**config.mk**
```make
export PLATFORM = sky130hd
export DESIGN_NAME = usb_bringup_seq
export DESIGN_NICKNAME = d
export VERILOG_FILES = /design/src/rtl/usb_seq_pkg.sv /design/src/rtl/seq_ratio_match.sv /design/src/rtl/seq_wait_timer.sv /design/src/rtl/seq_port_io.sv /design/src/rtl/usb_bringup_seq.sv
export SDC_FILE = /design/constraint.sdc
export NUM_CORES = 1
export LEC_CHECK = 0
export CORE_UTILIZATION = 52
export CTS_CLUSTER_SIZE = 24
export DETAILED_ROUTE_END_ITERATION = 7
export PLACE_DENSITY = 0.77
export REMOVE_ABC_BUFFERS = 1
export SYNTH_ARGS = -nofsm -noshare
export SYNTH_HDL_FRONTEND = slang
export SYNTH_SLANG_ARGS = --single-unit
```
**constraint.sdc**
```tcl
create_clock -name clk -period 6.7 [get_ports clk]
set_input_delay 1.005 -clock clk [delete_from_list [all_inputs] [get_ports clk]]
set_output_delay 1.005 -clock clk [all_outputs]
set_load 0.005 [all_outputs]
```
**src/rtl/usb_seq_pkg.sv**
```systemverilog
// Package: shared state encoding and ratio table for the bring-up sequencer.
// Assumes ratio codes 0..NUM_RATIOS-1 are scanned in ascending order.
package usb_seq_pkg;

    localparam int NUM_RATIOS = 8;
    localparam int SEL_W      = $clog2(NUM_RATIOS);

    typedef enum logic [3:0] {
        ST_IDLE, ST_RSTALL, ST_DIVRST, ST_SEARCH, ST_DIVREL, ST_PWR,
        ST_WAIT1, ST_SHIMREL, ST_WAIT2, ST_PPC, ST_COREREL, ST_WAIT3,
        ST_FIN, ST_PHYREL, ST_DONE, ST_ERR
    } seq_state_t;

    // Maps a ratio code to its divide ratio.
    function automatic int unsigned ratio_of(input logic [SEL_W-1:0] code);
        case (code)
            3'd0:    return 1;
            3'd1:    return 2;
            3'd2:    return 4;
            3'd3:    return 6;
            3'd4:    return 8;
            3'd5:    return 16;
            3'd6:    return 24;
            default: return 32;
        endcase
    endfunction

endpackage

```
**src/rtl/seq_ratio_match.sv**
```systemverilog
// Ratio matcher: reports whether rate/ratio (truncated) lies in [LO_MHZ, HI_MHZ].
// Assumes rates in whole MHz; uses multiply bounds instead of a divider.
module seq_ratio_match
    import usb_seq_pkg::*;
#(
    parameter int RATE_W = 14,
    parameter int LO_MHZ = 150,
    parameter int HI_MHZ = 300
) (
    input  logic [RATE_W-1:0] rate_i,
    input  logic [SEL_W-1:0]  code_i,
    output logic              hit_o
);
    logic [31:0] ratio;
    logic [31:0] rate_ext;
    logic [31:0] lo_bound;
    logic [31:0] hi_bound;

    // floor(rate/r) in [LO,HI] is equivalent to LO*r <= rate <= HI*r + r - 1.
    always_comb begin
        ratio    = 32'(ratio_of(code_i));
        rate_ext = 32'(rate_i);
        lo_bound = 32'(LO_MHZ) * ratio;
        hi_bound = 32'(HI_MHZ) * ratio + ratio - 32'd1;
        hit_o    = (rate_ext >= lo_bound) && (rate_ext <= hi_bound);
    end
endmodule

```
**src/rtl/seq_wait_timer.sv**
```systemverilog
// Wait timer: while run_i is high, pulses expire_o on the WAIT_CYC-th cycle.
// Assumes run_i stays high for a whole interval; restarts from zero each interval.
module seq_wait_timer #(
    parameter int WAIT_CYC = 10
) (
    input  logic clk,
    input  logic rst_n,
    input  logic run_i,
    output logic expire_o
);
    localparam int CW = (WAIT_CYC > 1) ? $clog2(WAIT_CYC) : 1;
    localparam logic [CW-1:0] LAST = CW'(WAIT_CYC - 1);

    logic [CW-1:0] cnt_q;

    // Counts cycles spent in a wait state and wraps at the last one.
    always_ff @(posedge clk) begin
        if (!rst_n)           cnt_q <= '0;
        else if (!run_i)      cnt_q <= '0;
        else if (cnt_q == LAST) cnt_q <= '0;
        else                  cnt_q <= cnt_q + 1'b1;
    end

    assign expire_o = run_i && (cnt_q == LAST);

    p_cnt_range_r5: assert property (@(posedge clk) disable iff (!rst_n)
        cnt_q <= LAST);
    p_idle_clear_r5: assert property (@(posedge clk) disable iff (!rst_n)
        !run_i |=> cnt_q == '0);
endmodule

```
**src/rtl/seq_port_io.sv**
```systemverilog
// Port I/O: captures port-power settings on latch_i and corrects pin polarities.
// Assumes latch_i pulses once per sequence; disabled control forces active-high.
module seq_port_io (
    input  logic clk,
    input  logic rst_n,
    input  logic latch_i,
    input  logic en_cfg_i,
    input  logic pol_cfg_i,
    input  logic pp_req_i,
    input  logic oc_pol_high_i,
    input  logic oc_pin_i,
    output logic pp_pin_o,
    output logic oc_flag_o
);
    logic en_q;
    logic pol_high_q;

    // Holds the captured port-power enable and polarity.
    always_ff @(posedge clk) begin
        if (!rst_n) begin
            en_q       <= 1'b0;
            pol_high_q <= 1'b1;
        end else if (latch_i) begin
            en_q       <= en_cfg_i;
            pol_high_q <= en_cfg_i ? pol_cfg_i : 1'b1;
        end
    end

    // Drives the pin from the request at the captured polarity.
    always_comb begin
        pp_pin_o  = en_q && (pol_high_q ? pp_req_i : !pp_req_i);
        oc_flag_o = oc_pol_high_i ? oc_pin_i : !oc_pin_i;
    end

    p_cfg_hold_r8: assert property (@(posedge clk) disable iff (!rst_n)
        !latch_i |=> ($stable(en_q) && $stable(pol_high_q)));
    p_off_quiet_r8: assert property (@(posedge clk) disable iff (!rst_n)
        !en_q |-> !pp_pin_o);
endmodule

```
**src/rtl/usb_bringup_seq.sv**
```systemverilog
// Top: bring-up state machine for a dual-role USB controller.
// Assumes rate_mhz_i and port-power settings are stable from start until done/err;
// only rst_n leaves the DONE and ERR states.
module usb_bringup_seq
    import usb_seq_pkg::*;
#(
    parameter int RATE_W   = 14,
    parameter int WAIT_CYC = 10,
    parameter int LO_MHZ   = 150,
    parameter int HI_MHZ   = 300
) (
    input  logic              clk,
    input  logic              rst_n,
    input  logic              start_i,
    input  logic [RATE_W-1:0] rate_mhz_i,
    input  logic              pp_en_cfg_i,
    input  logic              pp_pol_high_i,
    input  logic              pp_req_i,
    input  logic              oc_pol_high_i,
    input  logic              oc_pin_i,
    output logic              phy_rst_o,
    output logic              core_rst_o,
    output logic              shim_rst_o,
    output logic              div_rst_o,
    output logic [2:0]        div_sel_o,
    output logic              hclk_en_o,
    output logic              hs_pwr_o,
    output logic              ss_pwr_o,
    output logic              ssc_en_o,
    output logic              ssp_ref_en_o,
    output logic              ifclk_en_o,
    output logic              mode_dev_o,
    output logic              pp_pin_o,
    output logic              oc_flag_o,
    output logic              done_o,
    output logic              err_o
);
    localparam logic [SEL_W-1:0] LAST_CODE = SEL_W'(NUM_RATIOS - 1);

    seq_state_t        state_q;
    logic [SEL_W-1:0]  code_q;
    logic              hit;
    logic              wait_run;
    logic              wait_done;
    logic              pp_latch;

    seq_ratio_match #(.RATE_W(RATE_W), .LO_MHZ(LO_MHZ), .HI_MHZ(HI_MHZ)) u_match (
        .rate_i (rate_mhz_i),
        .code_i (code_q),
        .hit_o  (hit)
    );

    assign wait_run = (state_q == ST_WAIT1) || (state_q == ST_WAIT2) || (state_q == ST_WAIT3);
    assign pp_latch = (state_q == ST_PPC);

    seq_wait_timer #(.WAIT_CYC(WAIT_CYC)) u_wait (
        .clk      (clk),
        .rst_n    (rst_n),
        .run_i    (wait_run),
        .expire_o (wait_done)
    );

    seq_port_io u_port (
        .clk           (clk),
        .rst_n         (rst_n),
        .latch_i       (pp_latch),
        .en_cfg_i      (pp_en_cfg_i),
        .pol_cfg_i     (pp_pol_high_i),
        .pp_req_i      (pp_req_i),
        .oc_pol_high_i (oc_pol_high_i),
        .oc_pin_i      (oc_pin_i),
        .pp_pin_o      (pp_pin_o),
        .oc_flag_o     (oc_flag_o)
    );

    // Steps the bring-up order; each state performs its action on leaving.
    always_ff @(posedge clk) begin
        if (!rst_n) begin
            state_q      <= ST_IDLE;
            code_q       <= '0;
            phy_rst_o    <= 1'b1;
            core_rst_o   <= 1'b1;
            shim_rst_o   <= 1'b1;
            div_rst_o    <= 1'b0;
            div_sel_o    <= '0;
            hclk_en_o    <= 1'b0;
            hs_pwr_o     <= 1'b0;
            ss_pwr_o     <= 1'b0;
            ssc_en_o     <= 1'b0;
            ssp_ref_en_o <= 1'b0;
            ifclk_en_o   <= 1'b0;
            mode_dev_o   <= 1'b1;
            done_o       <= 1'b0;
            err_o        <= 1'b0;
        end else begin
            case (state_q)
                ST_IDLE:    if (start_i) state_q <= ST_RSTALL;
                ST_RSTALL: begin
                    phy_rst_o  <= 1'b1;
                    core_rst_o <= 1'b1;
                    shim_rst_o <= 1'b1;
                    state_q    <= ST_DIVRST;
                end
                ST_DIVRST: begin
                    div_rst_o <= 1'b1;
                    code_q    <= '0;
                    state_q   <= ST_SEARCH;
                end
                ST_SEARCH: begin
                    if (hit) begin
                        div_sel_o <= 3'(code_q);
                        hclk_en_o <= 1'b1;
                        state_q   <= ST_DIVREL;
                    end else if (code_q == LAST_CODE) begin
                        err_o   <= 1'b1;
                        state_q <= ST_ERR;
                    end else begin
                        code_q <= code_q + 1'b1;
                    end
                end
                ST_DIVREL: begin
                    div_rst_o <= 1'b0;
                    state_q   <= ST_PWR;
                end
                ST_PWR: begin
                    hs_pwr_o     <= 1'b1;
                    ss_pwr_o     <= 1'b1;
                    ssc_en_o     <= 1'b1;
                    ssp_ref_en_o <= 1'b1;
                    state_q      <= ST_WAIT1;
                end
                ST_WAIT1:   if (wait_done) state_q <= ST_SHIMREL;
                ST_SHIMREL: begin
                    shim_rst_o <= 1'b0;
                    state_q    <= ST_WAIT2;
                end
                ST_WAIT2:   if (wait_done) state_q <= ST_PPC;
                ST_PPC:     state_q <= ST_COREREL;
                ST_COREREL: begin
                    core_rst_o <= 1'b0;
                    state_q    <= ST_WAIT3;
                end
                ST_WAIT3:   if (wait_done) state_q <= ST_FIN;
                ST_FIN: begin
                    ifclk_en_o <= 1'b1;
                    mode_dev_o <= 1'b0;
                    state_q    <= ST_PHYREL;
                end
                ST_PHYREL: begin
                    phy_rst_o <= 1'b0;
                    done_o    <= 1'b1;
                    state_q   <= ST_DONE;
                end
                default: state_q <= state_q;
            endcase
        end
    end

    p_phy_last_r5: assert property (@(posedge clk) disable iff (!rst_n)
        $fell(phy_rst_o) |-> (!core_rst_o && !shim_rst_o && ifclk_en_o && !mode_dev_o));
    p_shim_before_core_r5: assert property (@(posedge clk) disable iff (!rst_n)
        $fell(core_rst_o) |-> !shim_rst_o);
    p_pick_in_reset_r3: assert property (@(posedge clk) disable iff (!rst_n)
        $rose(hclk_en_o) |-> div_rst_o);
    p_pwr_after_div_r4: assert property (@(posedge clk) disable iff (!rst_n)
        $rose(hs_pwr_o) |-> (!div_rst_o && hclk_en_o));
    p_err_holds_r6: assert property (@(posedge clk) disable iff (!rst_n)
        err_o |-> (phy_rst_o && core_rst_o && shim_rst_o && !done_o));
    p_done_sticky_r7: assert property (@(posedge clk) disable iff (!rst_n)
        done_o |=> (done_o && $stable(div_sel_o) && !phy_rst_o));
endmodule

```
======== After elaboration in Yosys (flattened, before gate mapping) ========
Index checks and enable logic that the tools add are counted.
storage, ports and cells
  register bits after elaboration ......... 26
  logic and storage cells ................. 93
  input bits .............................. 22
  output and inout bits ................... 18
cells by class
  multipliers ............................. 2
  reduce and logical (&&, ||, !) cells .... 20
  $add $sub $neg .......................... 4
  equality and inequality tests ........... 28
  mux-type cells .......................... 18
  bitwise gates (word level) .............. 3
  magnitude comparators ................... 2
operators with widths
  cell                   count
  $pmux 4 s14            1
  $pmux 6 s7             1
  $add 32x6->32          1
  $ge 14x32->1           1
  $le 14x32->1           1
  $sub 32x1->32 const B  1
  $eq 4x4->1 const B     7
  $mul 7x6->13 const A   2
  $mux 4                 6
  $eq 4x3->1 const B     4
  $reduce_bool 14->1     1
  $eq 3x3->1 const B     4
  $reduce_bool 2->1      5
  $eq 4x2->1 const B     2
  $pmux 1 s2             4
  $eq 3x2->1 const B     2
  $mux 3                 2
  $ne 2x1->1 const B     3
  $ne 2x2->1 const B     3
  $pmux 3 s2             1
  $reduce_and 3->1       2
  $reduce_and 6->1       1
  $add 4x1->4 const B    1
  $eq 4x1->1 const B     1
  12 further kinds       20

======== Logic depth before layout (Yosys ltp) ========
  depth after elaboration ................. 9
  mapped depth ............................ 31
  depth with buffers taken out ............ 29

======== Cells and area by module ========
Synthesis repeated with hierarchy kept, for this count alone.
second synthesis, totals
  cells, all modules ...................... 392
  area total of the unflattened synthesis .. 3171.8 µm²
by module, submodules not included
  module           instances  area each (µm²)  sequential area each (µm²)  cells an instance
  seq_ratio_match  1          1889.3           0.0                         242
  usb_bringup_seq  1          1003.5           400.4                       123
  seq_wait_timer   1          177.7            80.1                        17
  seq_port_io      1          101.3            40.0                        10

======== Worst setup path before layout ========
No wires, ideal clock.
  path kind ............................... register -> register
  from .................................... register code_q[0]
  to ...................................... register code_q[0]
  period minus slack after synthesis ...... 6.637 ns
  stages on the path, launching flop included .. 30
  library setup time ...................... 0.073 ns
  buffers on the path ..................... 2
  required time ........................... 6.627 ns
  arrival ................................. 6.564 ns
  path slack .............................. 0.063 ns
  path through ............................ dfxtp_1 buf_4 inv_1 ha_1 nor4_1 nor2_1 ha_1 ha_1 ha_1 fa_1 nor3_1 a31oi_1 and4_4 nor3_1 o21ai_0 inv_1 ha_1 or4_1 o211ai_1 ha_1 nand4_1 nor4_1 a2111oi_0 o21a_1 o31ai_1 a32o_1 or3_1 buf_2 or4_4 o211ai_2
on the way
  word-level cells in the longest chain between the ends .. 9
  elaborated cells between the ends (all ways) .. 23
  classes of those cells .................. add/sub: 3; mul: 2; order compare: 2; eq/ne: 9; mux: 4; reduce/logical: 3
RTL lines
  what                                line                                          RTL
  start, declared                     usb_bringup_seq.sv:41                         logic [SEL_W-1:0] code_q;
  start signal, assigned              usb_bringup_seq.sv:118                        code_q <= code_q + 1'b1;
  $eq 3x3->1 (tied with other cells)  usb_seq_pkg.sv:16                             case (code)
  $pmux 6 s7                          usb_seq_pkg.sv:16
  $mul 7x6->13                        seq_ratio_match.sv:23, seq_ratio_match.sv:24
  $add 32x6->32                       seq_ratio_match.sv:24                         hi_bound = 32'(HI_MHZ) * ratio + ratio - 32'd1;
  $sub 32x1->32                       seq_ratio_match.sv:24
  $le 14x32->1                        seq_ratio_match.sv:25                         hit_o = (rate_ext >= lo_bound) && (rate_ext <= hi_bound);
  $logic_and 1x1->1                   seq_ratio_match.sv:25
  $ne 2x2->1 (no line)                n/a
  $reduce_and 3->1 (no line)          n/a
Parallel ways exist; a longest one is shown, timed or not. The select of a mux whose other input is x is not followed.
A chain may end at the register's enable or synchronous reset.

======== Worst setup path after layout ========
  from .................................... register code_q[0]
  to ...................................... register code_q[2]
The elaborated chain is that of the path after synthesis.

==> flow_summary_export.csv <==
group,metric,value,unit
setup_path,cp-end-kind,"flip-flop",
pwr,p_leak,1.89,nW
synth,yosysSeqAreaShare,0.159,
pwr,ir_worst_vdd,0.169,mV
sta,worst_slack,0.0983,ns
global_routing,grt_use_total,0.256,
sta,slew_violations,0,
synth,ys_ff_latch,26,
route,wirelength,8.76,mm
die,core-area,0.00599,sq mm
setup_path,crit_type,"reg2reg",
sta,setup-violations-final,0,
pwr,total_power,0.551,mW
die,die_y,81.4,um
clock_network,clk_pin_slew,0.09,ns
pwr,internal_power,0.342,mW
clock_network,clk_latency,0.27,ns
placed_design,post-place-ws,-0.173,ns
sta,tightestPinTransition,0.683,ns
synth,async_flop_share,0,
route,drc_errors,0,
finish,diodes,0,
finish,fillCellCount,452,
setup_path,rrSetupSlack,0.1,ns
pwr,p_per_area,132,mW/mm^2
setup_path,slowest_delay,0.52,ns
synth,synth_edf_count,0,
clock_network,ctsRootBufferMaster,"clkbuf_8",
pwr,combPwrFrac,0.502,
sta,fin_crit_sh,0.985,
placed_design,place.port_buffers,39,
global_routing,grt_pass1_vias,2929,
worst_hold_path,hold_start,"done_o",
route,ant_nets,0,
setup_path,regToRegStartpoint,"code_q[0]",
finish,area_growth,27.1,%
global_routing,grt_max_degree,19,
setup_path,slowest_stage,"or4_1",
pwr,p_switching,0.210,mW
synth,syn_inst,416,
clock_network,cts.path.max_buffers,2,
synth,yosys.cell_types.count,63,
sta,max-slew-margin-rel,0.543,
setup_path,r2r-end,"code_q[2]",
route,drt_iter0_drc,272,
status,status,"finished, final reports clean",
finish,layout_common_cells,"ha_1, clkdlybuf4s50_1, inv_1",
setup_path,worstPathBufferInverterCount,3,
die,start_util,0.547,
die,ios,40,
placed_design,place_congestion,0.921,
setup_path,cp.required,6.87,ns
route,wire_per_inst,16.0,um
clock_network,clkSinkCount,26,
clock_network,cts_buffers,3,
synth,syn_area_per_cell,7.88,sq um
worst_hold_path,whs_endpoint,"done_o",
synth,synth_top_flop_cell,"dfxtp_1",
setup_path,crit_top_cell,"ha_1",
setup_path,worst-endpoint-arrival,6.77,ns
sta,max_freq,0.151,GHz
run,drv_cap,0,
route,vias,3252,
clock_network,ctsHoldBuffers,0,
sta,hold_violations,0,
setup_path,cpLargestDelayFamily,"simple AND/OR/NAND/NOR gates",
sta,fin_skew,0.00164,ns
worst_hold_path,hold_class,"reg2reg",
route,drt_first_pass_iters,5,
global_routing,grt_pass1_wl,13.5,mm
pwr,swShare,0.380,
sta,rsz0062_at_grt,"yes",
clock_network,cts_tree,"built",
die,rows,28,
setup_path,start_kind,"flip-flop",
setup_path,path_max_fanout,9,
global_routing,antenna_found_initial,0,
synth,synth_area,0.00328,sq mm
setup_path,r2r_cells,29,
clock_network,htreeDepth,1,
pwr,clkPwrFrac,0.185,
route,viasPerCell,5.92,
finish,final_common_cell,"ha_1",
die,die_w,81.4,um
synth,yosys_warnings,0,
global_routing,overflow,0,
finish,drive_gt1_frac,0.150,
finish,final_nets,567,
pwr,power.share.sequential,0.313,
placed_design,hpwl,6.51,mm
worst_hold_path,hold_path_depth,1,
sta,fin_crit,6.60,ns
die,dieArea,0.00663,sq mm
-- Yosys cell counts (2+ instances only) --
library cell  instances  area (sq um)
buf_2                 2          10.0
o21ai_0              18          90.1
nor2_1               34           128
nand4_1               2          12.5
ha_1                 68           851
nand2b_1              4          25.0
o2111a_1              2          22.5
a21oi_1              29           145
xnor2_1              15           131
a211oi_1              3          22.5
nor4_1                5          31.3
a31oi_1              10          62.6
clkbuf_1              9          33.8
o31ai_1               5          37.5
fa_1                  2          40.0
a2111oi_0             2          17.5
inv_1                39           146
conb_1                2          7.51
nor3_1               12          60.1
nor2b_1               7          43.8
o22ai_1               3          18.8
o21a_1               10          75.1
o211ai_1              3          22.5
a211o_1               5          43.8
nand2_1              20          75.1
or3_1                 4          25.0
o2111ai_1             2          17.5
a21o_1                5          37.5
dfxtp_1              26           521
o21ai_1               3          15.0
and3_1                3          18.8
xor2_1                7          61.3
nand3_1              15          75.1
and2_1                5          31.3
nand3b_1              3          22.5
buf_4                 5          37.5
-- sequential cells by signal (all words and copies together) (netlist names) --
name,cells
code_q,3
core_rst_o,1
div_rst_o,1
div_sel_o,3
done_o,1
err_o,1
hclk_en_o,1
ifclk_en_o,1
mode_dev_o,1
phy_rst_o,1
shim_rst_o,1
ssp_ref_en_o,1
state_q,4
u_port.en_q,1
u_port.pol_high_q,1
u_wait.cnt_q,4
-- how the worst max path moves through the flow --
| stage | startpoint | end | slack [ns] | cells after the start |
|---|---|---|---|---|
| 2_1_floorplan | code_q[1] | code_q[0] | -0.02 | 27 |
| 3_3_place_gp | code_q[0] | code_q[0] | 0.04 | 30 |
| 3_5_place_dp | code_q[0] | code_q[0] | -0.17 | 29 |
| 4_1_cts | code_q[0] | code_q[0] | 0.05 | 27 |
| 5_1_grt | code_q[0] | state_q[3] | -0.15 | 30 |
| 6_report | code_q[0] | code_q[2] | 0.1 | 29 |
-- cells by family after synthesis --
family | share of synthesized area
buffers and inverters | 0.0752
adder cells (fa/ha/maj) | 0.272
XOR/XNOR | 0.0687
AND/OR/NAND/NOR | 0.181
other | 0.00229
AO/OA/AOI/OAI | 0.232
multiplexers | 0.0107
flip-flops | 0.159
-- worst reg2reg max path, delay by kind of cell (launching register included) --
family	cells	cell delay, ns
DFF	1	0.35
and+or+nand+nor	10	2.26
buffers and inverters	3	0.41
adders and majority gates	7	1.75
AOI/OAI and AO/OA	9	1.72
-- through the flow --
step           std cells  hold WS [ns]  TNS [ns]  area [sq um]   util
2_1_floorplan        404         0.433   -0.0212          3210      -
3_3_place_gp         537         0.453         0          3830  0.640
3_5_place_dp         537         0.453    -0.291          3830  0.640
4_1_cts              541         0.475         0          3900  0.651
5_1_grt              549         0.494    -0.908          4170  0.695
6_report             549         0.476         0          4170  0.695
-- repair_timing --
item / 4_1_cts / 5_1_grt
setup endpoints to repair: 4 / 10
setup buffers: 0 / 8
resized for setup: 2 / 39
pin swaps: 1 / 20
-- final cells by class --
cell class,count,area (sq um),area share
flip-flops and latches,26,526,0.126
clock buffers,4,55.1,0.0132
repair buffers,66,601,0.144
inverters,41,154,0.0369
multi-input cells,337,2740,0.657
well taps,75,93.8,0.0225
-- per-layer routing --
layer / part of all wire / GRT usage / vias to the layer above
met5: 0 / 0 / -
met4: 0.0058 / 0.0250 / 0
met3: 0.041 / 0.0178 / 8
met2: 0.50 / 0.445 / 94
met1: 0.46 / 0.357 / 1539
li1: - / - / 1611
-- power by group through the flow --
| stage | clock, mW | combinational [mW] | sequential [mW] |
|---|---|---|---|
| 2_1_floorplan | 0 | 0.162 | 0.173 |
| 3_3_place_gp | 0 | 0.237 | 0.176 |
| 3_5_place_dp | 0 | 0.241 | 0.176 |
| 4_1_cts | 0.102 | 0.246 | 0.172 |
| 5_1_grt | 0.107 | 0.306 | 0.175 |
| 6_report | 0.102 | 0.277 | 0.173 |
(Power assumes the default switching activity.)
